### src/rtl/mxs_pkg.sv
package mxs_pkg;
    parameter int ADDR_W     = 32;
    parameter int NUM_REGS   = 16;
    parameter int WORD_SHIFT = 2;

    typedef struct packed {
        logic load;
        logic up;
        logic pre;
        logic wb;
    } xfer_mode_t;

    typedef enum logic [1:0] {
        ST_IDLE = 2'd0,
        ST_MOVE = 2'd1,
        ST_DONE = 2'd2
    } seq_state_t;

    function automatic int unsigned word_bytes();
        return 32'd1 << WORD_SHIFT;
    endfunction
endpackage

### src/rtl/mxs_popcount.sv
module mxs_popcount #(
    parameter int N  = 16,
    parameter int CW = $clog2(N + 1)
) (
    input  logic [N-1:0]  bits,
    output logic [CW-1:0] count
);
    always_comb begin
        count = '0;
        for (int i = 0; i < N; i++) begin
            count = count + CW'(bits[i]);
        end
    end

    always_comb begin
        assert (int'(count) <= N) else $error("p_count_range_r1");
    end
endmodule

### src/rtl/mxs_lowest_sel.sv
module mxs_lowest_sel #(
    parameter int N  = 16,
    parameter int IW = $clog2(N)
) (
    input  logic [N-1:0]  mask,
    output logic [N-1:0]  hot,
    output logic [IW-1:0] idx
);
    logic [N:0] below;

    assign below[0] = 1'b0;
    for (genvar g = 0; g < N; g++) begin : g_scan
        assign below[g+1] = below[g] | mask[g];
        assign hot[g]     = mask[g] & ~below[g];
    end

    always_comb begin
        idx = '0;
        for (int i = 0; i < N; i++) begin
            if (hot[i]) idx = idx | IW'(i);
        end
    end

    always_comb begin
        assert ($onehot0(hot)) else $error("p_single_pick_r1");
    end
endmodule

### src/rtl/mxs_addr_plan.sv
module mxs_addr_plan #(
    parameter int AW = 32,
    parameter int CW = 5,
    parameter int WS = 2
) (
    input  logic [AW-1:0] base,
    input  logic [CW-1:0] cnt,
    input  logic          up,
    input  logic          pre,
    output logic [AW-1:0] first_addr,
    output logic [AW-1:0] final_base
);
    localparam logic [AW-1:0] WORD = AW'(1) << WS;

    logic [AW-1:0] b_al;
    logic [AW-1:0] span;

    assign b_al = base & ~(WORD - AW'(1));
    assign span = AW'(cnt) << WS;

    always_comb begin
        if (up) begin
            final_base = b_al + span;
            first_addr = pre ? (b_al + WORD) : b_al;
        end else begin
            final_base = b_al - span;
            first_addr = pre ? final_base : (final_base + WORD);
        end
    end
endmodule

### src/rtl/multi_xfer_sequencer.sv
module multi_xfer_sequencer
    import mxs_pkg::*;
#(
    parameter int AW = mxs_pkg::ADDR_W,
    parameter int NR = mxs_pkg::NUM_REGS
) (
    input  logic                  clk,
    input  logic                  rst,
    input  logic                  start,
    input  logic [AW-1:0]         base_addr,
    input  logic [NR-1:0]         reg_mask,
    input  logic                  load,
    input  logic                  up,
    input  logic                  pre,
    input  logic                  wback,
    input  logic                  bus_ready,
    output logic                  xfer_valid,
    output logic                  xfer_write,
    output logic [$clog2(NR)-1:0] xfer_idx,
    output logic [AW-1:0]         xfer_addr,
    output logic                  busy,
    output logic                  done,
    output logic                  base_we,
    output logic [AW-1:0]         base_new
);
    localparam int IW = $clog2(NR);
    localparam int CW = $clog2(NR + 1);
    localparam logic [AW-1:0] WORD = AW'(word_bytes());

    seq_state_t    state;
    xfer_mode_t    mode_q;
    logic [NR-1:0] rem_mask;
    logic [AW-1:0] cur_addr;
    logic [AW-1:0] end_base;

    logic [CW-1:0] sel_cnt;
    logic [AW-1:0] first_addr;
    logic [AW-1:0] final_base;
    logic [NR-1:0] hot;
    logic [NR-1:0] next_mask;
    logic          accept;

    mxs_popcount #(.N(NR), .CW(CW)) u_count (
        .bits  (reg_mask),
        .count (sel_cnt)
    );

    mxs_addr_plan #(.AW(AW), .CW(CW), .WS(WORD_SHIFT)) u_plan (
        .base       (base_addr),
        .cnt        (sel_cnt),
        .up         (up),
        .pre        (pre),
        .first_addr (first_addr),
        .final_base (final_base)
    );

    mxs_lowest_sel #(.N(NR), .IW(IW)) u_sel (
        .mask (rem_mask),
        .hot  (hot),
        .idx  (xfer_idx)
    );

    assign accept    = (state == ST_IDLE) && start;
    assign next_mask = rem_mask & ~hot;

    always_ff @(posedge clk) begin
        if (rst) begin
            state    <= ST_IDLE;
            mode_q   <= '0;
            rem_mask <= '0;
            cur_addr <= '0;
            end_base <= '0;
        end else begin
            case (state)
                ST_IDLE: begin
                    if (accept) begin
                        mode_q   <= '{load: load, up: up, pre: pre, wb: wback};
                        rem_mask <= reg_mask;
                        cur_addr <= first_addr;
                        end_base <= final_base;
                        state    <= (reg_mask == '0) ? ST_DONE : ST_MOVE;
                    end
                end
                ST_MOVE: begin
                    if (bus_ready) begin
                        rem_mask <= next_mask;
                        cur_addr <= cur_addr + WORD;
                        if (next_mask == '0) state <= ST_DONE;
                    end
                end
                ST_DONE: state <= ST_IDLE;
                default: state <= ST_IDLE;
            endcase
        end
    end

    assign xfer_valid = (state == ST_MOVE);
    assign xfer_write = (state == ST_MOVE) && !mode_q.load;
    assign xfer_addr  = cur_addr;
    assign busy       = (state != ST_IDLE);
    assign done       = (state == ST_DONE);
    assign base_we    = (state == ST_DONE) && mode_q.wb;
    assign base_new   = end_base;

    // a stalled transfer stays frozen
    p_hold_stall_r5: assert property (@(posedge clk) disable iff (rst)
        (xfer_valid && !bus_ready) |=> (xfer_valid && $stable(xfer_addr) && $stable(xfer_idx)));

    // accepted transfer followed by the next word
    p_word_step_r2: assert property (@(posedge clk) disable iff (rst)
        (xfer_valid && bus_ready) |=> (!xfer_valid || (xfer_addr == $past(xfer_addr) + WORD)));

    // strictly ascending register order
    p_idx_rise_r1: assert property (@(posedge clk) disable iff (rst)
        (xfer_valid && bus_ready) |=> (!xfer_valid || (xfer_idx > $past(xfer_idx))));

    // word alignment of every address
    p_aligned_r8: assert property (@(posedge clk) disable iff (rst)
        xfer_valid |-> (xfer_addr[WORD_SHIFT-1:0] == '0));

    // completion is a single-cycle pulse carrying the write enable
    p_done_pulse_r6: assert property (@(posedge clk) disable iff (rst)
        done |=> !done);
    p_we_in_done_r6: assert property (@(posedge clk) disable iff (rst)
        base_we |-> done);

    // empty selection finishes on the next cycle
    p_empty_fast_r7: assert property (@(posedge clk) disable iff (rst)
        (start && !busy && (reg_mask == '0)) |=> (done && !xfer_valid));

    // a busy sequencer keeps its captured request
    p_ignore_busy_r9: assert property (@(posedge clk) disable iff (rst)
        (busy && !done) |=> ($stable(mode_q) && $stable(end_base)));

    // strobe follows the captured direction
    p_write_dir_r10: assert property (@(posedge clk) disable iff (rst)
        xfer_valid |-> (xfer_write == !mode_q.load));
endmodule

### config.mk
export PLATFORM = sky130hd
export DESIGN_NAME = multi_xfer_sequencer
export DESIGN_NICKNAME = d
export VERILOG_FILES = /design/src/rtl/mxs_pkg.sv /design/src/rtl/mxs_popcount.sv /design/src/rtl/mxs_lowest_sel.sv /design/src/rtl/mxs_addr_plan.sv /design/src/rtl/multi_xfer_sequencer.sv
export SDC_FILE = /design/constraint.sdc
export NUM_CORES = 1
export LEC_CHECK = 0
export BUFFER_PORTS_ARGS = -buffer_cell sky130_fd_sc_hd__clkbuf_2
export CAP_MARGIN = 40
export CORE_AREA = 2 2 114 116
export CTS_BUF_LIST = sky130_fd_sc_hd__clkbuf_4
export DETAILED_ROUTE_END_ITERATION = 8
export DIE_AREA = 0 0 116 118
export PLACE_DENSITY = 0.88
export SLEW_MARGIN = 20
export SYNTH_ARGS = -nofsm -noshare
export SYNTH_HDL_FRONTEND = slang
export SYNTH_SLANG_ARGS = --single-unit
### constraint.sdc
create_clock -name clk -period 18.8 [get_ports clk]
set_clock_uncertainty 0.05 [all_clocks]
set_input_delay 3.76 -clock clk [delete_from_list [all_inputs] [get_ports clk]]
set_output_delay 3.76 -clock clk [all_outputs]
set_load 0.05 [all_outputs]
* Word-level counts from Yosys, hierarchy flattened
Cells that the tools add are included.
Word-level totals: bits in registers 84, bits in latches 0, bits in writable memories 0, memory bits (read-only) 0, input bits 56, output and inout bits 73, word-level logic and storage cells 119, memories kept 0
Cells by class: add/subtract/negate cells 20, multiply operators 0, div/mod/pow operators 0, $lt $le $gt $ge 0, eq/ne operators 5, shift-type cells 0, muxes and demuxes 30, bitwise operators 46, reductions and logical operators 12
Operators by type and width (count):
- 32-bit 2-to-1 mux | 6
- 32-bit by 3-bit adder with 32-bit output (second input constant) | 3
- 5-bit by 1-bit adder with 5-bit output | 14
- 32-bit one-hot mux with 2 select lines | 1
- 32-bit by 7-bit adder with 32-bit output | 1
- 16-bit logical NOT | 2
- 16-bit 2-to-1 mux | 2
- 4-bit 2-to-1 mux | 8
- 16-bit one-hot mux with 2 select lines | 1
- 32-bit by 7-bit subtractor with 32-bit output | 1
- 16-bit AND | 1
- 16-bit NOT | 1
- 1-bit AND | 15
- 1-bit NOT | 15
- 1-bit OR | 14
- 2-bit 2-to-1 mux | 6
- 3-bit 2-to-1 mux | 4
- 3-bit AND reduction | 2
- 2-bit != test (second input constant) | 2
- 2-bit one-hot mux with 2 select lines | 1
- 2-bit nonzero test | 2
- 1-bit logical AND | 3
- 1-bit by 1-bit adder with 2-bit output | 1
- 2-bit by 1-bit equality test with 1-bit output (second input constant) | 1
- 6 further kinds | 6

* Longest topological paths before layout
word-level depth 22, gate-level depth with buffers 26, gate-level depth less buffers 26

* Modules after synthesis
From an unflattened synthesis, not the netlist that was laid out.
Second synthesis, totals: cell total of the unflattened synthesis 1225, area total of the unflattened synthesis 8481.9 um^2
Modules (own cells, without submodules):
- multi_xfer_sequencer | instances 1, cells an instance 592, area an instance 4311.6 um^2, sequential area each 1681.6 um^2
- mxs_addr_plan | instances 1, cells an instance 530, area an instance 3355.7 um^2, sequential area each 0.0 um^2
- mxs_popcount | instances 1, cells an instance 52, area an instance 481.7 um^2, sequential area each 0.0 um^2
- mxs_lowest_sel | instances 1, cells an instance 51, area an instance 332.8 um^2, sequential area each 0.0 um^2

* Worst setup path before layout
Ideal clock, no wire load.
path type input -> register, start input port reg_mask[0], end register cur_addr[26] (netlist: xfer_addr[26]), setup time 0.137 ns, arrival time 9.772 ns, required time 18.613 ns, setup slack 8.841 ns, stages on the path 20, path buffers 0, cell sequence inv_1 > ha_1 > inv_1 > fa_1 > fa_1 > fa_1 > fa_1 > fa_1 > fa_1 > inv_1 > fa_1 > or2_2 > a211oi_4 > nor3_4 > xnor2_1 > or4_1 > or4_4 > o21a_1 > o21ai_0 > o221ai_1
On the way: longest elaborated chain between the ends 21
RTL lines:
- start, declared | line multi_xfer_sequencer.sv:11 | input logic [NR-1:0] reg_mask,
- 1-bit by 1-bit adder with 2-bit output * | line mxs_popcount.sv:11 | count = count + CW'(bits[i]);
- 5-bit by 1-bit adder with 5-bit output * (14 in a row) | line mxs_popcount.sv:11
- 32-bit by 7-bit subtractor with 32-bit output * | line mxs_addr_plan.sv:26 | final_base = b_al - span;
- 32-bit by 3-bit adder with 32-bit output | line mxs_addr_plan.sv:27 | first_addr = pre ? final_base : (final_base + WORD);
- 32-bit 2-to-1 mux * | line mxs_addr_plan.sv:27
- 32-bit 2-to-1 mux * | line mxs_addr_plan.sv:22 | if (up) begin
- 32-bit 2-to-1 mux * | line multi_xfer_sequencer.sv:76 | if (accept) begin
- 32-bit one-hot mux with 2 select lines * | line multi_xfer_sequencer.sv:74 | case (state)
- end signal, assigned | line multi_xfer_sequencer.sv:79 | cur_addr <= first_addr;
- end signal, assigned | line multi_xfer_sequencer.sv:87 | cur_addr <= cur_addr + WORD;
- end, declared | line multi_xfer_sequencer.sv:33 | logic [AW-1:0] cur_addr;
Mark *: on every way between the ends. The rest lies on a longest branch, timed or not. The select of a mux whose other input is x is not followed. A chain may end at the register's enable or synchronous reset.

* Final worst setup path
Same ends and word-level chain as after synthesis.

==> run_results.csv <==
group,metric,value,unit
sta,report.final.slew_viol_count,0,
layout,design_area,8626,sq um
sta,post-route-period-util,54.46,%
layout,layout-area-overhead-vs-synth,10.27,%
synth,synth.distinct_cells,75,
routing,detail-route-antenna-nets,0,
critical_path,startpoint_type,"primary input",
layout,final.fill_count,1071,
flow_run,cap_violations,0,
floorplanning,die_extent_in_x,116,um
critical_path,worstSetupEndpointType,"flop",
min_path,hold_path_startpoint,"base_new[26]$_SDFFE_PP0P_",
global_route,global_route.usage.total,36.06,%
cts,cts_buffers,9,
layout,fin_nets,1277,
synth,dominantRegCellSynth,"dfxtp_1",
layout,mostFrequentLayoutCell,"nand2_1",
sta,worst_hold_slack_after_final_layout,0.4121,ns
critical_path,required,19.12,ns
cts,post_cts_resized,0,
sta,tightestPinTransition,0.9969,ns
floorplanning,fp.dieArea,13690,sq um
routing,drt_iter0_markers,1300,
routing,post_drt_wl_per_cell,18.12,um
critical_path,worstReg2RegEnd,"xfer_addr[13]$_SDFFE_PP0P_",
sta,setup_slack,8.561,ns
sta,fin_tns_setup,0,ns
cts,cts_hold_repair.buffers,0,
power,peak_vdd_ir,0.00007620,V
synth,postSynth.asyncResetShare,0,%
placement,port_buffers,122,
cts,total_number_of_clock_tree_sinks,80,
layout,multi_input_comb_area,5718,sq um
critical_path,launching_point_of_the_worst_reg2reg_path,"state[0]$_SDFFE_PP0P_",
layout,mostFrequentLayoutCells,"134 x nand2_1, 122 x clkbuf_2, 115 x nor2_1, 98 x a21oi_1, 80 x dfxtp_1",
synth,netlist_instances,1121,
global_route,number_of_antenna_violations_at_the_first_check_in_global_routing,0,
floorplanning,die-height,118,um
synth,synth-edff-count,0,
routing,post_route_drc,0,
global_route,grt_pass1_vias,7857,
cts,post_cts_buffers,0,
floorplanning,floorplan.core_area,12410,sq um
floorplanning,number_of_top_level_pins,129,
critical_path,reg2reg_slack,15.90,ns
sta,grt_setup_unrepaired,"no",
synth,synth_area,7823,sq um
placement,worst_setup_slack_after_placement,8.092,ns
layout,layout.area.seq,1602,sq um
synth,synth.ff_latch_count,80,
cts,tritoncts,"built",
synth,yosys_warnings,0,
cts,h-tree-depth,3,
placement,final_replace_weighted_congestion,1.041,
global_route,grt-ovfl-total,0,
min_path,worst_hold_path_type,"flop to flop",
critical_path,critical_path.max_fanout,11,
layout,antenna-diode-count,0,
cts,worstSkewPairLatency,0.49,ns
run_status,run_status,"finished clean",
global_route,global_route_wire_length_before_repair,40.03,mm
placement,hpwl_after_detailed_placement,17.99,mm
floorplanning,number_of_core_rows,41,
routing,final_wirelength,24.73,mm
cts,cts_max_path_buffers,2,
sta,timing.final.hold_violations,0,
sta,final_period_minus_worst_setup_slack,10.24,ns
layout,final_layout_size_suffix_gt1_share,15.00,%
floorplanning,effective_utilization_at_floorplan,63.01,%
synth,seq_area_frac_synth,20.47,%
power,totalPowerFinal,1.033,mW
min_path,worst_hold_path.num_cells,2,
min_path,holdPathEnd,"base_new[26]$_SDFFE_PP0P_",
cts,cts.reportedPaths.clkPinSlew,0.13,ns
routing,detail_route.first_pass.iterations,6,
placement,placedInstanceArea,8418,sq um
power,power.density,119.8,nW/um^2
power,p_leak,3.343,nW
critical_path,r2r_cells,8,
sta,rel_slew_slack,32.92,%
critical_path,critical_path_class,"primary input to flop",
critical_path,crit_arrival,10.56,ns
cts,clk_root_buffer_cell,"clkbuf_4",
sta,fmax,97.66,MHz
routing,vias,8863,
routing,route.detailed.vias_per_inst,6.493,
sta,report.final.setup_viol,0,
global_route,maximum_number_of_pins_on_one_net_before_global_route_repair,78,
synth,postSynthAreaPerCell,6.978,sq um
## synthesized netlist by cell type, drive strengths merged, types with 8 or more instances
master	count	area [sq um]
nor4b	8	70.07
a22oi	8	60.06
ha	21	262.8
buf	21	107.6
or4	10	82.58
nand4	26	162.7
dfxtp	80	1602
nor2	118	450.4
inv	50	187.7
clkbuf	61	229.0
or2	11	68.82
and4	9	78.83
and3	12	75.07
a31oi	12	75.07
o22ai	8	50.05
o21ai	66	334.1
xor2	31	271.5
mux2i	8	80.08
nor4	34	219.0
a211oi	23	185.2
nand3	31	155.2
nor3	48	251.5
xnor2	65	569.3
fa	12	240.2
nand2	134	503.0
a21oi	98	490.5
## report_power, final
| group | switching [mW] | internal [mW] |
|---|---|---|
| Clock | 0.0691 | 0.0673 |
| Sequential | 0.0356 | 0.199 |
| Combinational | 0.447 | 0.216 |
| Total | 0.551 | 0.482 |
## per-stage QoR
stage	utilization [%]	cells
2_1_floorplan	-	1124
3_3_place_gp	67.73	1346
3_5_place_dp	67.81	1348
4_1_cts	69.32	1364
5_1_grt	69.48	1365
6_report	69.48	1365
## kinds of logic after synthesis
family	after synthesis	share of synthesized area, %
buffers and inverters	132	6.702
other	1	0.04794
xor gates and xnor gates	96	10.75
DFF	80	20.47
adders and majority gates	36	6.814
AOI/OAI and AO/OA	290	23.56
and+or+nand+nor	476	30.20
muxes	10	1.456
## final cells by class
class / instances / area share, %
clock buffers: 9 / 0.7833
well taps: 172 / 2.495
inverters: 50 / 2.176
repair buffers: 135 / 8.297
multi-input cells: 912 / 66.29
clock inverters: 7 / 1.393
flip-flops and latches: 80 / 18.57
## worst max-delay path, stage by stage
cell      delay (ns)
clkbuf_2        0.11
inv_1           0.05
ha_1            0.29
inv_1           0.07
fa_1            0.43
fa_1            0.49
fa_1            0.54
fa_1            0.43
fa_1            0.41
fa_1            0.42
nor2b_1         0.13
o21a_1          0.21
inv_1           0.07
ha_1            0.25
nor4_1          0.34
and2_1          0.36
nand4_1         0.48
xnor2_1         0.32
or4_1           0.44
or4_4           0.47
o21a_1          0.20
o21ai_0         0.15
o221ai_1        0.13
## worst max path at each step
stage	from	end	slack, ns
global placement	reg_mask[0]	xfer_addr[26]$_SDFFE_PP0P_	8.21
detailed placement	reg_mask[0]	xfer_addr[26]$_SDFFE_PP0P_	8.09
floorplan	reg_mask[0]	xfer_addr[26]$_SDFFE_PP0P_	8.84
CTS	reg_mask[0]	xfer_addr[26]$_SDFFE_PP0P_	8.62
finish	reg_mask[0]	xfer_addr[26]$_SDFFE_PP0P_	8.56
global route	reg_mask[0]	xfer_addr[23]$_SDFFE_PP0P_	8.15
## metal layers
layer  track usage, %  vias to the layer above  part of all wire, %
met1            52.42                     3992                   40
li1                 -                     4159                    -
met4            13.10                        0                  3.2
met3            6.540                       76                   13
met2            52.96                      636                   44
met5                0                        -                    0
## sequential cells by signal, summed over array words and instances, names as in the netlist
signal,count
xfer_addr,30
base_new,30
rem_mask,16
state,2
mode_q,2
Note: power is estimated with default switching activity, not from simulation.
